[config.mk]
export PLATFORM = sky130hd
export DESIGN_NAME = nvseq_detect
export DESIGN_NICKNAME = d
export VERILOG_FILES = /design/src/rtl/nvseq_pkg.sv /design/src/rtl/nvseq_edge_sync.sv /design/src/rtl/nvseq_match.sv /design/src/rtl/nvseq_fsm.sv /design/src/rtl/nvseq_detect.sv
export SDC_FILE = /design/constraint.sdc
export NUM_CORES = 1
export LEC_CHECK = 0
export BUFFER_PORTS_ARGS = -buffer_cell sky130_fd_sc_hd__buf_2
export CELL_PAD_IN_SITES_DETAIL_PLACEMENT = 2
export CELL_PAD_IN_SITES_GLOBAL_PLACEMENT = 2
export CORE_MARGIN = 4
export CORE_UTILIZATION = 33
export CTS_CLUSTER_DIAMETER = 150
export CTS_CLUSTER_SIZE = 14
export DETAILED_ROUTE_END_ITERATION = 8
export GPL_TIMING_DRIVEN = 0
export MAX_ROUTING_LAYER = met4
export PLACE_DENSITY = 0.76
export SLEW_MARGIN = 0
export SYNTH_ARGS = -nofsm -noshare
export SYNTH_HDL_FRONTEND = slang
export SYNTH_SLANG_ARGS = --single-unit
export TNS_END_PERCENT = 30
[constraint.sdc]
create_clock -name clk -period 1.75 [get_ports clk]
set_clock_uncertainty 0.15 [all_clocks]
set_input_delay 0.0875 -clock clk [delete_from_list [all_inputs] [get_ports clk]]
set_output_delay 0.0875 -clock clk [all_outputs]
set_load 0.03 [all_outputs]
[src/rtl/nvseq_pkg.sv]
package nvseq_pkg;

  localparam int CMP_W    = 14;
  localparam int PREFIX_N = 5;
  localparam int STEP_W   = $clog2(PREFIX_N + 1);

  typedef logic [CMP_W-1:0]  cmp_addr_t;
  typedef logic [STEP_W-1:0] step_t;

  localparam cmp_addr_t STORE_ADDR  = 14'h0FC0;
  localparam cmp_addr_t RECALL_ADDR = 14'h0C63;
  localparam step_t     LAST_STEP   = step_t'(PREFIX_N);

  // address expected at a given prefix position (order is behaviour)
  function automatic cmp_addr_t prefix_addr(input int idx);
    case (idx)
      0:       return 14'h0E38;
      1:       return 14'h31C7;
      2:       return 14'h03E0;
      3:       return 14'h3C1F;
      4:       return 14'h303F;
      default: return '0;
    endcase
  endfunction

  // step reached after a mismatch: a fresh attempt if it is the opener
  function automatic step_t restart_step(input cmp_addr_t a);
    return (a == prefix_addr(0)) ? step_t'(1) : step_t'(0);
  endfunction

endpackage

[src/rtl/nvseq_edge_sync.sv]
module nvseq_edge_sync #(
  parameter int DATA_W = 15,
  parameter int STAGES = 2
) (
  input  logic              clk,
  input  logic              rst_n,
  input  logic              ce_n,
  input  logic [DATA_W-1:0] data_in,
  output logic              strobe,
  output logic [DATA_W-1:0] data_out
);

  logic              ce_pipe   [STAGES];
  logic [DATA_W-1:0] data_pipe [STAGES];
  logic              ce_last;

  for (genvar i = 0; i < STAGES; i++) begin : g_stage
    if (i == 0) begin : g_first
      always_ff @(posedge clk or negedge rst_n) begin
        if (!rst_n) begin
          ce_pipe[i]   <= 1'b1;
          data_pipe[i] <= '0;
        end else begin
          ce_pipe[i]   <= ce_n;
          data_pipe[i] <= data_in;
        end
      end
    end else begin : g_next
      always_ff @(posedge clk or negedge rst_n) begin
        if (!rst_n) begin
          ce_pipe[i]   <= 1'b1;
          data_pipe[i] <= '0;
        end else begin
          ce_pipe[i]   <= ce_pipe[i-1];
          data_pipe[i] <= data_pipe[i-1];
        end
      end
    end
  end

  always_ff @(posedge clk or negedge rst_n) begin
    if (!rst_n) ce_last <= 1'b1;
    else        ce_last <= ce_pipe[STAGES-1];
  end

  assign strobe   = ce_last & ~ce_pipe[STAGES-1];
  assign data_out = data_pipe[STAGES-1];

  // one strobe per falling edge
  assert_single_strobe_R11: assert property (@(posedge clk) disable iff (!rst_n)
    strobe |=> !strobe);

endmodule

[src/rtl/nvseq_match.sv]
module nvseq_match
  import nvseq_pkg::*;
(
  input  cmp_addr_t addr,
  input  step_t     step,
  output step_t     next_step,
  output logic      hit_store,
  output logic      hit_recall
);

  logic [PREFIX_N-1:0] hit;

  for (genvar i = 0; i < PREFIX_N; i++) begin : g_hit
    assign hit[i] = (addr == prefix_addr(i));
  end

  always_comb begin
    hit_store  = 1'b0;
    hit_recall = 1'b0;
    next_step  = restart_step(addr);
    if (step < LAST_STEP) begin
      if (hit[step]) next_step = step_t'(step + step_t'(1));
    end else if (addr == STORE_ADDR) begin
      hit_store = 1'b1;
      next_step = '0;
    end else if (addr == RECALL_ADDR) begin
      hit_recall = 1'b1;
      next_step  = '0;
    end
  end

endmodule

[src/rtl/nvseq_fsm.sv]
module nvseq_fsm
  import nvseq_pkg::*;
(
  input  logic  clk,
  input  logic  rst_n,
  input  logic  strobe,
  input  logic  we_ok,
  input  logic  busy,
  input  step_t next_step,
  input  logic  hit_store,
  input  logic  hit_recall,
  output step_t step,
  output logic  store_req,
  output logic  recall_req
);

  logic busy_q;
  logic busy_fall;
  logic accept;

  assign busy_fall = busy_q & ~busy;
  assign accept    = strobe & ~busy;

  always_ff @(posedge clk or negedge rst_n) begin
    if (!rst_n) begin
      busy_q     <= 1'b0;
      step       <= '0;
      store_req  <= 1'b0;
      recall_req <= 1'b0;
    end else begin
      busy_q     <= busy;
      store_req  <= 1'b0;
      recall_req <= 1'b0;
      if (busy_fall) begin
        step <= '0;
      end else if (accept) begin
        if (!we_ok) begin
          step <= '0;
        end else begin
          step       <= next_step;
          store_req  <= hit_store;
          recall_req <= hit_recall;
        end
      end
    end
  end

  assert_step_range_R4: assert property (@(posedge clk) disable iff (!rst_n)
    step <= LAST_STEP);
  assert_store_pulse_R2: assert property (@(posedge clk) disable iff (!rst_n)
    store_req |=> !store_req);
  assert_store_origin_R2: assert property (@(posedge clk) disable iff (!rst_n)
    store_req |-> ($past(step) == LAST_STEP && step == '0));
  assert_recall_origin_R3: assert property (@(posedge clk) disable iff (!rst_n)
    recall_req |-> ($past(step) == LAST_STEP && step == '0));
  assert_req_exclusive_R3: assert property (@(posedge clk) disable iff (!rst_n)
    $onehot0({store_req, recall_req}));
  assert_write_abort_R7: assert property (@(posedge clk) disable iff (!rst_n)
    (strobe && !busy && !we_ok) |=> step == '0);
  assert_busy_hold_R9: assert property (@(posedge clk) disable iff (!rst_n)
    busy |=> ($stable(step) && !store_req && !recall_req));
  assert_busy_release_R10: assert property (@(posedge clk) disable iff (!rst_n)
    (busy_q && !busy) |=> step == '0);

endmodule

[src/rtl/nvseq_detect.sv]
module nvseq_detect
  import nvseq_pkg::*;
#(
  parameter int ADDR_W      = 15,
  parameter int SYNC_STAGES = 2
) (
  input  logic              clk,
  input  logic              rst_n,
  input  logic              ce_n,
  input  logic              we_n,
  input  logic [ADDR_W-1:0] addr,
  input  logic              busy,
  output logic              store_req,
  output logic              recall_req,
  output logic [STEP_W-1:0] seq_step
);

  localparam int SAMPLE_W = CMP_W + 1;

  logic [SAMPLE_W-1:0] sample_in;
  logic [SAMPLE_W-1:0] sample_out;
  logic                strobe;
  step_t               step;
  step_t               next_step;
  logic                hit_store;
  logic                hit_recall;

  // address bits above the compare field are dropped here
  if (ADDR_W > CMP_W) begin : g_upper
    logic unused_upper;
    assign unused_upper = ^addr[ADDR_W-1:CMP_W];
  end

  assign sample_in = {we_n, addr[CMP_W-1:0]};

  nvseq_edge_sync #(
    .DATA_W (SAMPLE_W),
    .STAGES (SYNC_STAGES)
  ) u_sync (
    .clk      (clk),
    .rst_n    (rst_n),
    .ce_n     (ce_n),
    .data_in  (sample_in),
    .strobe   (strobe),
    .data_out (sample_out)
  );

  nvseq_match u_match (
    .addr       (sample_out[CMP_W-1:0]),
    .step       (step),
    .next_step  (next_step),
    .hit_store  (hit_store),
    .hit_recall (hit_recall)
  );

  nvseq_fsm u_fsm (
    .clk        (clk),
    .rst_n      (rst_n),
    .strobe     (strobe),
    .we_ok      (sample_out[CMP_W]),
    .busy       (busy),
    .next_step  (next_step),
    .hit_store  (hit_store),
    .hit_recall (hit_recall),
    .step       (step),
    .store_req  (store_req),
    .recall_req (recall_req)
  );

  assign seq_step = step;

endmodule

; ---- After elaboration in Yosys (flattened, before gate mapping)
; Index checks and enable logic that the tools add are counted.
[op_classes]
addsub = 1
n_lt_le_gt_ge = 2
eq_ne = 7
muxes = 21
n_bitwise = 5
n_reduce_logical = 1
[ops]
columns = operator, n
row1 = $eq A14 B12 Y1 const B, 3
row2 = $eq A14 B14 Y1 const B, 3
row3 = $mux W3, 7
row4 = $eq A14 B10 Y1 const B, 1
row5 = $mux W1, 13
row6 = $lt A3 B4 Y1 const B, 1
row7 = $add A3 B1 Y3 const B, 1
row8 = $and A1 B1 Y1, 3
row9 = $bmux W1 S3, 1
row10 = $lt A3 B3 Y1 const B, 1
row11 = $not A1 Y1, 2
row12 = $reduce_bool A2 Y1, 1
[word_totals]
register_bits = 39
in_bits = 20
output_inout_bits = 5

; ---- Depth between registers and ports, before layout
[depth]
word_depth = 8
depth_mapped = 6
ltp_nobuf = 5

; ---- By module
; Synthesis repeated with hierarchy kept, for this count alone.
[unflattened]
cells_unflattened = 116
area_unflattened_um2 = 1544.0
[by_module_without_submodules]
columns = mod, instances, cells_each, area_each_um2
row1 = nvseq_edge_sync, 1, 49, 955.9
row2 = nvseq_match, 1, 45, 330.3
row3 = nvseq_fsm, 1, 22, 257.7

; ---- Worst setup path after synthesis
; Ideal clock, no wire load.
[synth_path]
path_type = register to register
startpoint = register u_fsm.step[0]
endpoint = register u_fsm.step[2]
setup_time_ns = 0.101
arrival_ns = 1.568
slack_ns = -0.069
path_stages_with_launch = 6
path_buffers = 1
synth_period_minus_slack_ns = 1.819
path_cell_list = dfrtp_1 > buf_6 > or4_1 > nor4_2 > a21oi_1 > o32ai_1
[synth_via]
elab_chain_len = 7
[synth_lines]
columns = item, line
row1 = start: declaration, nvseq_fsm.sv:12  ; output step_t step,
row2 = start signal: assignment, nvseq_fsm.sv:40  ; step <= next_step;
row3 = $bmux W1 S3, nvseq_match.sv:22  ; if (hit[step]) next_step = step_t'(step + step_t'(1));
row4 = $mux W1 (implied by the code), nvseq_match.sv:22
row5 = $mux W3, nvseq_match.sv:22
row6 = $mux W3 (*), nvseq_match.sv:21  ; if (step < LAST_STEP) begin
row7 = $mux W3 (*), nvseq_fsm.sv:37  ; if (!we_ok) begin
row8 = $mux W3 (*), nvseq_fsm.sv:36  ; end else if (accept) begin
row9 = $mux W3 (*), nvseq_fsm.sv:34  ; if (busy_fall) begin
; Every way passes the cells marked *; elsewhere a longest branch is shown, timed or not. The select of a mux whose other input is x is not followed.
; A chain may end at the register's enable or synchronous reset.

; ---- Final worst setup path
[layout_path]
startpoint = register u_sync.data_pipe, in the netlist u_sync.data_out[1]
endpoint = register u_fsm.step[0]
[layout_via]
elab_chain_len = 8
[layout_lines]
columns = item, line
row1 = start: declaration, nvseq_edge_sync.sv:14  ; logic [DATA_W-1:0] data_pipe [STAGES];
row2 = start signal: indexed assignment, nvseq_edge_sync.sv:35  ; data_pipe[i] <= data_pipe[i-1];
row3 = "$eq A14 B12 Y1, or another cell as far along", "nvseq_pkg.sv:28, nvseq_match.sv:14"
row4 = $bmux W1 S3 or $mux W1 (tied branches), "nvseq_match.sv:22, nvseq_pkg.sv:28"
row5 = $mux W1 (implied by the code) or $mux W3 (tied branches), "nvseq_match.sv:22, nvseq_match.sv:26"
row6 = "$mux W3, on equally long branches", "nvseq_match.sv:22, nvseq_match.sv:23"
row7 = $mux W3 (*), nvseq_match.sv:21
row8 = $mux W3 (*), nvseq_fsm.sv:37
row9 = $mux W3 (*), nvseq_fsm.sv:36
row10 = $mux W3 (*), nvseq_fsm.sv:34
; Marks and branches as above.

==> impl_metrics.csv <==
group,metric,value,unit
yosys,yosys.area.top_type,"dfrtp_1",
place,place.gp.congestion,0.8275,
critical_path,crit_chain,"buf_6 > nor4b_4 > nand4_1 > a31oi_2 > buf_4 > a31oi_2 > a22o_1",
detailed_routing,drc_errors,0,
detailed_routing,ant_nets,0,
grt,grt_max_degree,40,
detailed_routing,wire_per_inst,18.08,microns
clock_network,cts_buffer_depth,2,
yosys,synth_compound_area_share,7.349,%
floorplanning,die_w,71.84,microns
min_path,hold_class,"register to register",
detailed_routing,drt-initial-drc-count,28,
pwr,power_frac_seq,51.8,%
yosys,syn_inst,89,
status,outcome,"complete, but fails checks",
sta,slew_violations,0,
detailed_routing,dr.pass1.iters,4,
pwr,ir_drop,0.5663,mV
critical_path,crit_buf_inv,2,
flow_run,cap_violations,0,
place,dp_hpwl,2.060,mm
clock_network,root_buffer,"clkbuf_8",
critical_path,startpoint_type,"register",
yosys,synth.area.mux_share,0,%
critical_path,max_stage_delay,0.40,ns
cells_and_area,multi_input_area,417.9,sq um
place,dp_slack,-0.2148,ns
floorplanning,rows,22,
detailed_routing,vias_per_cell,5.052,
cells_and_area,fillers,353,
grt,grt_pass1_vias,1145,
yosys,synth.net_count,110,
sta,grt_setup_unrepaired,"true",
yosys,synth-seq-cells,39,
sta,maxSlewHeadroom,44.87,%
yosys,synth_most_common_cell,"dfrtp_1",
yosys,synthAdderAreaFrac,0.9302,%
floorplanning,die_h,71.84,microns
yosys,yosysUniqueCellTypes,34,
yosys,yosys_warnings,0,
yosys,netlist.area_leader.share,66.98,%
yosys,synth-seq-area-share,72.84,%
critical_path,cp-end-kind,"register",
yosys,synth.top_cells.by_count,"dfrtp_1 (36), nand4_1 (5)",
grt,antenna_found_initial,0,
grt,grt_use_total,14.98,%
floorplanning,dieArea,5161,sq um
yosys,netlist_area,1345,sq um
yosys,synthFlopType,"dfrtp_1",
sta,hold_viol,0,
yosys,synth_top_family_by_area,"simple AND/OR/NAND/NOR gates",
critical_path,path_class,"register to register",
clock_network,clk_pin_slew,0.08,ns
yosys,syn_avg_cell_area,15.11,sq um
clock_network,cts_sinks,39,
critical_path,crit_required,1.78,ns
cells_and_area,design_area,1936,sq um
floorplanning,ios,25,
cells_and_area,syn_to_final_growth,43.91,%
pwr,combPwrFrac,5.5,%
pwr,power.switching,0.3953,mW
yosys,async_flop_share,100.0,%
pwr,p_sw_share,21.16,%
clock_network,clock_latency,0.30,ns
yosys,synth.area.top_cells,"dfrtp_1 (67%), dfstp_2 (5.9%), nand4_1 (2.3%)",
clock_network,numCtsBuffers,5,
sta,min_period,1.960,ns
min_path,min_from,"u_sync.data_pipe[25]$_DFF_PN0_",
detailed_routing,num_vias,965,
status,violations,"negative setup slack",
sta,tightest_slew,0.8270,ns
cells_and_area,nets,163,
pwr,powerDensity,965.1,nW/um^2
critical_path,cpMaxStageDelayCell,"dfrtp_1",
grt,grt_pass1_wl,5.589,mm
yosys,synth_xor_area_share,0,%
detailed_routing,wl,3.453,mm
floorplanning,initial_core_util,35.41,%
place,placed_area,1521,sq um
pwr,clkPwrFrac,42.7,%
critical_path,critical_path.top_delay_family,"compound AO/OA/AOI/OAI gates",
clock_network,h-tree-depth,2,
pwr,internal-power,1.473,mW
critical_path,cpMostUsedCell,"a31oi_2",
critical_path,crit_start,"u_sync.data_out[1]$_DFF_PN0_",
pwr,leakagePower,0.8631,nW
critical_path,path_max_fanout,3,
sta,fin_ws,-0.2101,ns
yosys,synth_edf_count,0,
cells_and_area,register_area,980.9,sq um
clock_network,cts_tree,"yes",
critical_path,crit_arrival,1.99,ns
floorplanning,coreArea,3799,sq um
sta,finalCritPeriodShare,112.0,%
sta,final-setup-viol-count,3,
cells_and_area,diodes,0,
sta,fmax,0.5102,GHz
place,io_buffers,23,
grt,grt-ovfl-total,0,
critical_path,r2r-start,"u_sync.data_out[1]$_DFF_PN0_",
cells_and_area,drive_gt1_share,39.86,%
yosys,synthSimpleGateAreaFrac,17.49,%
-- metal layers --
metal | global-route usage (%) | vias up | wire, microns | share of wire, %
li1 | - | 438 | - | -
met1 | 14.74 | 489 | 1311 | 38
met2 | 27.76 | 30 | 1893 | 55
met3 | 4.769 | 8 | 182 | 5.3
met4 | 4.593 | 0 | 66 | 1.9
met5 | - | - | 0 | 0
-- flip-flops by register name, summed over array words and instances (netlist names) --
register and flops:
u_sync.ce_last 1, u_sync.data_pipe 15, u_fsm.store_req 1, u_fsm.busy_q 1, u_sync.data_out 15, u_sync.ce_pipe 2
u_fsm.step 3, u_fsm.recall_req 1
-- cells by family after synthesis --
kind of cell    after synthesis
fa+ha+maj                     1
simple gates                 33
flops                        39
compound gates               13
buf+inv                       3
-- timing repair --
| item | in CTS | in global routing |
|---|---|---|
| setup buffers | 4 | 1 |
| hold buffers | 18 | 0 |
| hold endpoints to repair | 53 | 0 |
| pin swaps | 6 | 3 |
| gates resized for setup | 10 | 5 |
| endpoints found under the setup margin | 3 | 3 |
-- path summary, 6_finish.rpt --
| kind | end | slack [ns] | depth (start not counted) |
|---|---|---|---|
| max | u_fsm.step[0]$_DFFE_PN0P_ | -0.21 | 7 |
| min | u_sync.data_out[10]$_DFF_PN0_ | 0.20 | 0 |
| max reg2reg | u_fsm.step[0]$_DFFE_PN0P_ | -0.21 | 7 |
| min reg2reg | u_sync.data_out[10]$_DFF_PN0_ | 0.20 | 0 |
| max in group asynchronous | u_fsm.step[0]$_DFFE_PN0P_ | 0.61 | 2 |
| min in group asynchronous | u_fsm.busy_q$_DFF_PN0_ | 0.27 | 2 |
-- layout make-up --
class	count	share of cell area [%]
flip-flops and latches	39	50.68
multi-input cells	47	21.59
repair buffers	46	17.39
clock buffers	6	4.266
well taps	48	3.103
clock inverters	2	2.004
plain buffers	1	0.5818
inverters	2	0.3878
-- power groups by stage --
stage	clock network, mW	logic (mW)	registers, mW
final	0.797	0.104	0.968
after global routing	0.853	0.115	0.974
after CTS	0.806	0.0981	0.967
after detailed placement	0	0.0585	0.983
after global placement	0	0.0537	0.978
after floorplan	0	0.0169	0.975
-- cell usage in the layout (no fill, tap or decap), types with 2 or more instances in the layout --
cell           instances
nor3_2                 2
nand3_1                3
buf_2                 23
buf_4                  4
clkbuf_8               6
dlygate4sd3_1         18
inv_1                  2
nor2_1                 3
buf_6                  2
dfrtp_1               35
nand4_1                5
a31oi_2                2
and4bb_2               2
nand2_1                2
dfstp_2                3
nor4_1                 2
-- per-stage QoR --
step | cells | util (%) | setup TNS, ns | hold slack, ns | power, mW
after detailed placement | 160 | 40.05 | -0.3256 | 0.04610 | 1.042
final | 191 | 50.96 | -0.5104 | 0.2012 | 1.868
after floorplan | 89 | - | -0.03253 | -0.3581 | 0.9918
after CTS | 190 | 50.03 | -0.2689 | 0.2036 | 1.872
after global routing | 191 | 50.96 | -0.7812 | 0.2074 | 1.941
after global placement | 160 | 40.05 | -0.1875 | 0.04478 | 1.032
Note: power is estimated with default switching activity, not from simulation.
